File: config.mk
export PLATFORM = sky130hd
export DESIGN_NAME = twi_mem_slave
export DESIGN_NICKNAME = d
export VERILOG_FILES = /design/src/rtl/twi_mem_pkg.sv /design/src/rtl/twi_sync.sv /design/src/rtl/twi_cond.sv /design/src/rtl/twi_slave_fsm.sv /design/src/rtl/twi_mem_slave.sv
export SDC_FILE = /design/constraint.sdc
export NUM_CORES = 1
export LEC_CHECK = 0
export CORE_ASPECT_RATIO = 1.25
export CORE_MARGIN = 4
export CORE_UTILIZATION = 25
export DETAILED_ROUTE_END_ITERATION = 10
export GPL_TIMING_DRIVEN = 0
export SLEW_MARGIN = 20
export SYNTH_ARGS = -nofsm -noshare
export SYNTH_HDL_FRONTEND = slang
export SYNTH_HIERARCHICAL = 1
export SYNTH_SLANG_ARGS = --single-unit
File: constraint.sdc
create_clock -name clk_i -period 3.25 [get_ports clk_i]
set_input_delay 0.8125 -clock clk_i [delete_from_list [all_inputs] [get_ports clk_i]]
set_output_delay 0.8125 -clock clk_i [all_outputs]
set_load 0.01 [all_outputs]
File: src/rtl/twi_mem_pkg.sv
package twi_mem_pkg;
  localparam int BYTE_W   = 8;
  localparam int STRAP_W  = 3;
  localparam int TYPE_W   = BYTE_W - STRAP_W - 1;
  localparam logic [TYPE_W-1:0] DEV_TYPE = 4'b1010;
  localparam int CNT_W    = $clog2(BYTE_W + 1);

  typedef enum logic [2:0] {
    ST_IDLE,
    ST_DEV,   // receiving device byte
    ST_RX,    // receiving write byte
    ST_ACK,   // slave drives acknowledge
    ST_TX,    // slave sends read byte
    ST_MACK   // master acknowledge slot
  } twi_state_e;
endpackage

File: src/rtl/twi_sync.sv
module twi_sync #(
  parameter int STAGES = 2
) (
  input  logic clk_i,
  input  logic rst_ni,
  input  logic d_i,
  output logic q_o,
  output logic prev_o
);
  logic [STAGES-1:0] chain_q;
  logic              prev_q;

  always_ff @(posedge clk_i or negedge rst_ni) begin
    if (!rst_ni) begin
      chain_q <= '1;
      prev_q  <= 1'b1;
    end else begin
      chain_q <= {chain_q[STAGES-2:0], d_i};
      prev_q  <= chain_q[STAGES-1];
    end
  end

  assign q_o    = chain_q[STAGES-1];
  assign prev_o = prev_q;
endmodule

File: src/rtl/twi_cond.sv
module twi_cond (
  input  logic scl_i,
  input  logic scl_prev_i,
  input  logic sda_i,
  input  logic sda_prev_i,
  output logic start_o,
  output logic stop_o,
  output logic rise_o,
  output logic fall_o
);
  logic scl_held;
  assign scl_held = scl_i & scl_prev_i;
  assign start_o  = scl_held & sda_prev_i & ~sda_i;
  assign stop_o   = scl_held & ~sda_prev_i & sda_i;
  assign rise_o   = scl_i & ~scl_prev_i;
  assign fall_o   = ~scl_i & scl_prev_i;
endmodule

File: src/rtl/twi_slave_fsm.sv
module twi_slave_fsm
  import twi_mem_pkg::*;
(
  input  logic               clk_i,
  input  logic               rst_ni,
  input  logic               start_i,
  input  logic               stop_i,
  input  logic               rise_i,
  input  logic               fall_i,
  input  logic               sda_i,
  input  logic [STRAP_W-1:0] strap_i,
  input  logic               busy_i,
  input  logic [BYTE_W-1:0]  rd_data_i,
  output logic               sda_oe_o,
  output logic               wr_valid_o,
  output logic               wr_is_addr_o,
  output logic [BYTE_W-1:0]  wr_byte_o,
  output logic               rd_load_o,
  output logic               stop_o
);
  twi_state_e        state_q;
  logic [BYTE_W-1:0] sh_q;
  logic [CNT_W-1:0]  cnt_q;
  logic              rw_q, first_q, sel_q, mack_q;
  logic              hit;

  assign hit = (sh_q[BYTE_W-1 -: TYPE_W] == DEV_TYPE) && (sh_q[STRAP_W:1] == strap_i);

  always_ff @(posedge clk_i or negedge rst_ni) begin
    if (!rst_ni) begin
      state_q      <= ST_IDLE;
      sh_q         <= '0;
      cnt_q        <= '0;
      rw_q         <= 1'b0;
      first_q      <= 1'b0;
      sel_q        <= 1'b0;
      mack_q       <= 1'b0;
      sda_oe_o     <= 1'b0;
      wr_valid_o   <= 1'b0;
      wr_is_addr_o <= 1'b0;
      wr_byte_o    <= '0;
      rd_load_o    <= 1'b0;
      stop_o       <= 1'b0;
    end else begin
      wr_valid_o <= 1'b0;
      rd_load_o  <= 1'b0;
      stop_o     <= 1'b0;
      if (start_i) begin
        state_q  <= ST_DEV;
        cnt_q    <= '0;
        sel_q    <= 1'b0;
        sda_oe_o <= 1'b0;
      end else if (stop_i) begin
        state_q  <= ST_IDLE;
        stop_o   <= sel_q;
        sel_q    <= 1'b0;
        sda_oe_o <= 1'b0;
      end else begin
        unique case (state_q)
          ST_DEV, ST_RX: begin
            if (rise_i && cnt_q != CNT_W'(BYTE_W)) begin
              sh_q  <= {sh_q[BYTE_W-2:0], sda_i};
              cnt_q <= cnt_q + 1'b1;
            end else if (fall_i && cnt_q == CNT_W'(BYTE_W)) begin
              if (state_q == ST_DEV) begin
                if (hit && !busy_i) begin
                  sda_oe_o <= 1'b1;
                  rw_q     <= sh_q[0];
                  first_q  <= 1'b1;
                  sel_q    <= 1'b1;
                  state_q  <= ST_ACK;
                end else begin
                  state_q  <= ST_IDLE;
                end
              end else begin
                sda_oe_o     <= 1'b1;
                wr_valid_o   <= 1'b1;
                wr_is_addr_o <= first_q;
                wr_byte_o    <= sh_q;
                first_q      <= 1'b0;
                state_q      <= ST_ACK;
              end
            end
          end
          ST_ACK: begin
            if (fall_i) begin
              cnt_q <= '0;
              if (rw_q) begin
                sh_q      <= rd_data_i;
                sda_oe_o  <= ~rd_data_i[BYTE_W-1];
                rd_load_o <= 1'b1;
                state_q   <= ST_TX;
              end else begin
                sda_oe_o  <= 1'b0;
                state_q   <= ST_RX;
              end
            end
          end
          ST_TX: begin
            if (fall_i) begin
              if (cnt_q == CNT_W'(BYTE_W - 1)) begin
                sda_oe_o <= 1'b0;
                state_q  <= ST_MACK;
              end else begin
                sh_q     <= {sh_q[BYTE_W-2:0], 1'b0};
                sda_oe_o <= ~sh_q[BYTE_W-2];
                cnt_q    <= cnt_q + 1'b1;
              end
            end
          end
          ST_MACK: begin
            if (rise_i) mack_q <= ~sda_i;
            else if (fall_i) begin
              cnt_q <= '0;
              if (mack_q) begin
                sh_q      <= rd_data_i;
                sda_oe_o  <= ~rd_data_i[BYTE_W-1];
                rd_load_o <= 1'b1;
                state_q   <= ST_TX;
              end else begin
                state_q   <= ST_IDLE;
              end
            end
          end
          default: ;
        endcase
      end
    end
  end
endmodule

File: src/rtl/twi_mem_slave.sv
module twi_mem_slave
  import twi_mem_pkg::*;
#(
  parameter int SYNC_STAGES = 2
) (
  input  logic               clk_i,
  input  logic               rst_ni,
  input  logic               scl_i,
  input  logic               sda_i,
  input  logic [STRAP_W-1:0] strap_i,
  input  logic               busy_i,
  input  logic [BYTE_W-1:0]  rd_data_i,
  output logic               sda_oe_o,
  output logic               wr_valid_o,
  output logic               wr_is_addr_o,
  output logic [BYTE_W-1:0]  wr_byte_o,
  output logic               rd_load_o,
  output logic               stop_o
);
  localparam int N_LINES = 2;

  logic [N_LINES-1:0] raw, syn, prv;
  logic start_det, stop_det, rise_det, fall_det;

  assign raw = {scl_i, sda_i};

  for (genvar g = 0; g < N_LINES; g++) begin : g_sync
    twi_sync #(.STAGES(SYNC_STAGES)) i_sync (
      .clk_i  (clk_i),
      .rst_ni (rst_ni),
      .d_i    (raw[g]),
      .q_o    (syn[g]),
      .prev_o (prv[g])
    );
  end

  twi_cond i_cond (
    .scl_i      (syn[1]),
    .scl_prev_i (prv[1]),
    .sda_i      (syn[0]),
    .sda_prev_i (prv[0]),
    .start_o    (start_det),
    .stop_o     (stop_det),
    .rise_o     (rise_det),
    .fall_o     (fall_det)
  );

  twi_slave_fsm i_fsm (
    .clk_i        (clk_i),
    .rst_ni       (rst_ni),
    .start_i      (start_det),
    .stop_i       (stop_det),
    .rise_i       (rise_det),
    .fall_i       (fall_det),
    .sda_i        (syn[0]),
    .strap_i      (strap_i),
    .busy_i       (busy_i),
    .rd_data_i    (rd_data_i),
    .sda_oe_o     (sda_oe_o),
    .wr_valid_o   (wr_valid_o),
    .wr_is_addr_o (wr_is_addr_o),
    .wr_byte_o    (wr_byte_o),
    .rd_load_o    (rd_load_o),
    .stop_o       (stop_o)
  );
endmodule

=== Word-level counts from Yosys, hierarchy flattened ===
Index checks and enable logic that the tools add are counted.

* Add/sub/neg operators: 1
* Equality and inequality tests: 34
* Multiplexer cells: 68
* Bitwise operators: 17
* Reductions and logical operators: 22

{| class="wikitable"
|+ Operator list
! operator !! count
|-
| 8-bit 2-to-1 mux || 8
|-
| 1-bit 2-to-1 mux || 35
|-
| 3-bit 2-to-1 mux || 11
|-
| 8-bit case mux with 4 select lines || 1
|-
| 4-bit 2-to-1 mux || 7
|-
| 4-bit by 3-bit != test with 1-bit output (second input constant) || 6
|-
| 6-bit AND reduction || 3
|-
| 4-bit case mux with 4 select lines || 1
|-
| 2-bit by 1-bit != test with 1-bit output (second input constant) || 7
|-
| 4-bit != test (second input constant) || 3
|-
| 3-bit case mux with 4 select lines || 1
|-
| 3-bit nonzero test || 4
|-
| 11-bit AND reduction || 1
|-
| 1-bit inverter || 10
|-
| 3-bit != test (second input constant) || 3
|-
| 9-bit AND reduction || 1
|-
| 4-bit equality test (second input constant) || 2
|-
| 8-bit AND reduction || 1
|-
| 1-bit bitwise AND || 7
|-
| 7-bit AND reduction || 1
|-
| 3-bit by 2-bit equality test with 1-bit output (second input constant) || 2
|-
| 3-bit equality test (second input constant) || 2
|-
| 2-bit != test (second input constant) || 3
|-
| 3-bit by 2-bit != test with 1-bit output (second input constant) || 2
|-
| other kinds (16) || 20
|}

* Flip-flop bits (word level): 38
* Input port bits: 16
* Output and inout bits: 13

=== Depth between registers and ports, before layout ===
* Word-level depth: 10
* Depth in mapped cells: 7

=== Modules after synthesis ===
The synthesis kept the hierarchy.

{| class="wikitable"
|+ By module, submodules not included
! module !! instances !! cells each !! area an instance (sq um)
|-
| twi_slave_fsm || 1 || 166 || 1839.3
|-
| twi_sync || 2 || 3 || 78.8
|-
| twi_cond || 1 || 4 || 32.5
|}

=== Least setup slack after synthesis ===
No wires, ideal clock.

* Path kind: register to register
* Start point: reg g_sync[1].i_sync.prev_q
* End point: reg i_fsm.cnt_q[1]
* Setup time: 0.073 ns
* Arrival time: 1.998 ns
* Slack: 1.180 ns
* Stages on the path, launching flop included: 7
* Buffers on the path: 0
* Cell sequence: dfstp_2 > nor2b_1 > a21bo_2 > a32o_1 > a2111oi_4 > mux2_1 > nor2_1

* Longest elaborated chain between the ends: 6

{| class="wikitable"
|+ Ends and longest elaborated chain
! item !! line !! RTL
|-
| start, declared || twi_sync.sv:11 || <nowiki>logic prev_q;</nowiki>
|-
| start signal, assigned || twi_sync.sv:19 || <nowiki>prev_q <= chain_q[STAGES-1];</nowiki>
|-
| 1-bit bitwise AND (*) || twi_cond.sv:16 || <nowiki>assign fall_o = ~scl_i & scl_prev_i;</nowiki>
|-
| via fall_det || twi_mem_slave.sv:23 || <nowiki>logic start_det, stop_det, rise_det, fall_det;</nowiki>
|-
| 4-bit 2-to-1 mux (2 in series) || -- ||
|-
| 4-bit case mux with 4 select lines || -- ||
|-
| 4-bit 2-to-1 mux || -- ||
|-
| 4-bit 2-to-1 mux || twi_slave_fsm.sv:48 || <nowiki>if (start_i) begin</nowiki>
|-
| end signal, assigned || twi_slave_fsm.sv:63 || <nowiki>cnt_q <= cnt_q + 1'b1;</nowiki>
|-
| end signal, assigned || twi_slave_fsm.sv:107 || <nowiki>cnt_q <= cnt_q + 1'b1;</nowiki>
|-
| end, declared || twi_slave_fsm.sv:23 || <nowiki>logic [CNT_W-1:0] cnt_q;</nowiki>
|}

Mark *: on every way through the listed nets, which the timed path passes. The rest lies on a longest branch. The select of a mux whose other input is x is not followed.
A chain may end at the register's enable or synchronous reset.

=== Final worst setup path ===
* Start point: reg g_sync[0].i_sync.prev_q
* End point: reg i_fsm.wr_byte_o[7]

* Longest elaborated chain between the ends: 5

{| class="wikitable"
|+ Ends and longest elaborated chain
! item !! line !! RTL
|-
| start, declared || twi_sync.sv:11 ||
|-
| start signal, assigned || twi_sync.sv:19 ||
|-
| 1-bit inverter || twi_cond.sv:14 || <nowiki>assign stop_o = scl_held & ~sda_prev_i & sda_i;</nowiki>
|-
| 1-bit bitwise AND (2 in series) || twi_cond.sv:14 ||
|-
| via stop_det || twi_mem_slave.sv:23 ||
|-
| 1-bit inverter (no source line) || -- ||
|-
| 6-bit AND reduction (no source line) || -- ||
|-
| end signal, assigned || twi_slave_fsm.sv:79 || <nowiki>wr_byte_o <= sh_q;</nowiki>
|-
| end, declared || twi_slave_fsm.sv:17 || <nowiki>output logic [BYTE_W-1:0] wr_byte_o,</nowiki>
|}

The timed path passes the listed nets, and every way through them passes these cells.

==> results.py <==
metrics = {
    "synthesis": {
        "synth_fa_ha_area_frac": 0.0123,
        "synth_top_area_frac": 0.395,
        "syn_area_per_cell_sq_um": 11.5,
        "synth-xor-area-share": 0.0173,
        "yosysWarnings": 6,
        "syn_nets": 194,
        "synthCells": 176,
        "synth_compound_area_frac": 0.141,
        "ys_dominant_reg_cell": "dfrtp_1",
        "yosysUniqueCellTypes": 50,
        "ys_ff_latch": 38,
        "synth_top_area_cell": "dfrtp_1",
        "synth_area_leaders": "dfrtp_1 (39%), mux2_2 (14%), dfstp_2 (7.8%), nand2_1 (2.2%), mux2i_1 (2.0%)",
        "ys_seq_area_frac": 0.472,
        "synth_area_sq_um": 2030,
        "yosys.area_share.simple": 0.159,
        "synthMuxAreaShare": 0.164,
        "synth_top_family_by_area": "multiplexers",
        "synthArstFlopShare": 1.00,
        "synth_edf_count": 0,
    },
    "worst_setup_path": {
        "start_kind": "flop",
        "critical_path_class": "reg2reg",
        "r2r-end": "i_fsm/wr_byte_o[7]",
        "end_kind": "flop",
        "arrival_ns": 2.88,
        "rr_startpoint": "g_sync[0].i_sync/prev_o",
        "crit_slowest_cell": "nand4b_1",
        "worstPathRequired_ns": 3.42,
        "r2r_setup_slack_ns": 0.55,
        "critPathBufInv": 0,
        "reg2reg_depth": 4,
        "path_max_fanout": 10,
        "critical-path-top-delay-family": "simple AND/OR/NAND/NOR gates",
        "critPathMaxStageDelay_ns": 0.71,
        "crit_chain": "and4b_1 > nor3_1 > nand4b_1 > mux2_2",
    },
    "detailed_routing": {
        "vias": 1497,
        "viasPerCell": 4.86,
        "routedWlPerCell_microns": 14.6,
        "ant_nets": 0,
        "drtIter0Drc": 122,
        "drtPass1Iterations": 6,
        "drc": 0,
        "routed_wl_microns": 4480,
    },
    "cells_and_area": {
        "fin_util": 0.323,
        "synthToLayoutAreaGrowth_pct": 24.9,
        "fillCellCount": 829,
        "layout_commonest_cell": "dfrtp_1",
        "design_area_sq_um": 2530,
        "final_nets": 230,
        "instances_no_fill": 308,
        "drive_gt1_frac": 0.249,
        "diodes": 0,
        "layout_common_cells": "dfrtp_1 (32), clkdlybuf4s50_1 (27), mux2_2 (25)",
    },
    "sta": {
        "fin_hold_ws_ns": 0.357,
        "finClkSkew_ns": 0.00601,
        "setup_tns_ns": 0,
        "setup_ws_ns": 0.546,
        "relSlewSlack": 0.527,
        "maxSlewViolCount": 0,
        "period_minus_slack_ns": 2.70,
        "tightest_slew_ns": 0.706,
        "timing.fmax_mhz": 370,
        "final-hold-violation-count": 0,
        "finalSetupViolations": 0,
        "rsz0062_at_grt": "false",
        "final_min_period_over_clock_period": 0.832,
    },
    "power": {
        "p_switching_mw": 0.493,
        "p_total_mw": 1.51,
        "p_clk_frac": 0.224,
        "p_leak_nw": 1.06,
        "irDropWorstVdd_mv": 0.283,
        "switching_share": 0.326,
        "power_frac_seq": 0.434,
        "powerDensity_nw_per_um2": 595,
        "pwr-share-comb": 0.342,
        "intPower_mw": 1.02,
    },
    "worst_hold_path": {
        "hold_class": "reg2reg",
        "min_to": "g_sync[1].i_sync/chain_q[1]",
        "min_delay_path_depth": 0,
        "min_from": "g_sync[1].i_sync/chain_q[0]",
    },
    "global_routing": {
        "grt_overflow": 0,
        "grt_pass1_wl_microns": 7750,
        "grt_pass1_vias": 1565,
        "antenna_found_initial": 0,
        "track_usage": 0.104,
        "grt_max_degree": 25,
    },
    "placed_design": {
        "pre_cts_slack_ns": 0.579,
        "place_inst": 300,
        "gp_congestion": 0.885,
        "dpl.hpwl_microns": 3270,
        "port_buffers": 28,
        "postPlaceCellArea_sq_um": 2440,
    },
    "clock_tree": {
        "cts_max_path_buffers": 2,
        "htreeDepth": 2,
        "cts_setup_buffers": 0,
        "cts-resized-gates": 0,
        "tritoncts": "built",
        "cts-root-buf": "clkbuf_8",
        "clock_latency_ns": 0.29,
        "clkTransAtPathRegs_ns": 0.08,
        "ctsHoldBuffers": 0,
        "cts.sinks": 38,
        "cts_inserted_buffers": 5,
    },
    "outcome": {
        "status": "completed",
    },
    "floorplanning": {
        "ioPinCount": 29,
        "die_w_microns": 88.6,
        "start_util": 0.259,
        "die_y_microns": 109,
        "die_area_sq_um": 9630,
        "core-area_sq_um": 7840,
        "rows": 36,
    },
    "run": {
        "cap_violations": 0,
    },
}
layer usage:
metal  track usage  vias up  routed length [microns]
met5             0        -                        0
met4        0.0367        0                       89
met3        0.0212        7                      170
met2         0.176       36                     2230
met1         0.129      741                     2000
li1              -      713                        -
final cells by class:
cell class / instances / area (sq um) / share of cell area
Clock inverter: 1 / 5.00 / 0.00197
Multi-Input combinational cell: 124 / 1000 / 0.395
Timing Repair Buffer: 29 / 295 / 0.116
Tap cell: 95 / 119 / 0.0469
Inverter: 7 / 26.3 / 0.0104
Sequential cell: 38 / 958 / 0.378
Buffer: 7 / 42.5 / 0.0168
Clock buffer: 7 / 86.3 / 0.0341
flip-flops by register name (all words and copies together) (netlist names), 2 cells and up:
name                   flops
g_sync.i_sync/chain_q      4
g_sync.i_sync/prev_o       2
i_fsm/cnt_q                4
i_fsm/sh_q                 8
i_fsm/state_q              3
i_fsm/wr_byte_o            8
synth_stat cells (all sizes together), types with 2 or more instances:
cell type,n
dfrtp,32
mux2,26
nand2,12
nor2,9
inv,7
nor2b,7
dfstp,6
nand2b,5
nand3,5
a21oi,4
clkbuf,4
mux2i,4
o21ai,4
buf,3
o21a,3
o32ai,3
or3,3
xnor2,3
a2111oi,2
a21bo,2
a21boi,2
and4b,2
ha,2
nand4,2
nand4b,2
nor3,2
o211a,2
o41ai,2
power by group through the flow:
stage                     registers, mW  clock network [mW]  logic, mW
after global routing              0.670               0.374      0.578
final                             0.656               0.338      0.516
after detailed placement          0.667                   0      0.522
after CTS                         0.658               0.353      0.523
after floorplan                   0.637                   0      0.410
after global placement            0.664                   0      0.513
kinds of logic after synthesis:
group                      after synthesis
muxes                                   30
DFF                                     38
and+or+nand+nor                         55
buffers and inverters                   14
adders and majority gates                2
AOI/OAI and AO/OA                       33
xor gates and xnor gates                 4
worst max path at each step:
stage / cells past startpoint / end / start
after detailed placement: 6 / i_fsm/rw_q / strap_i[0]
after global placement: 1 / i_fsm/wr_is_addr_o / rst_ni
after CTS: 4 / i_fsm/wr_byte_o[7] / g_sync[0].i_sync/prev_o
final: 4 / i_fsm/wr_byte_o[7] / g_sync[0].i_sync/prev_o
after floorplan: 6 / i_fsm/cnt_q[1] / g_sync[1].i_sync/prev_o
after global routing: 5 / i_fsm/wr_byte_o[5] / g_sync[1].i_sync/prev_o
Power figures use the tool's default switching activity.
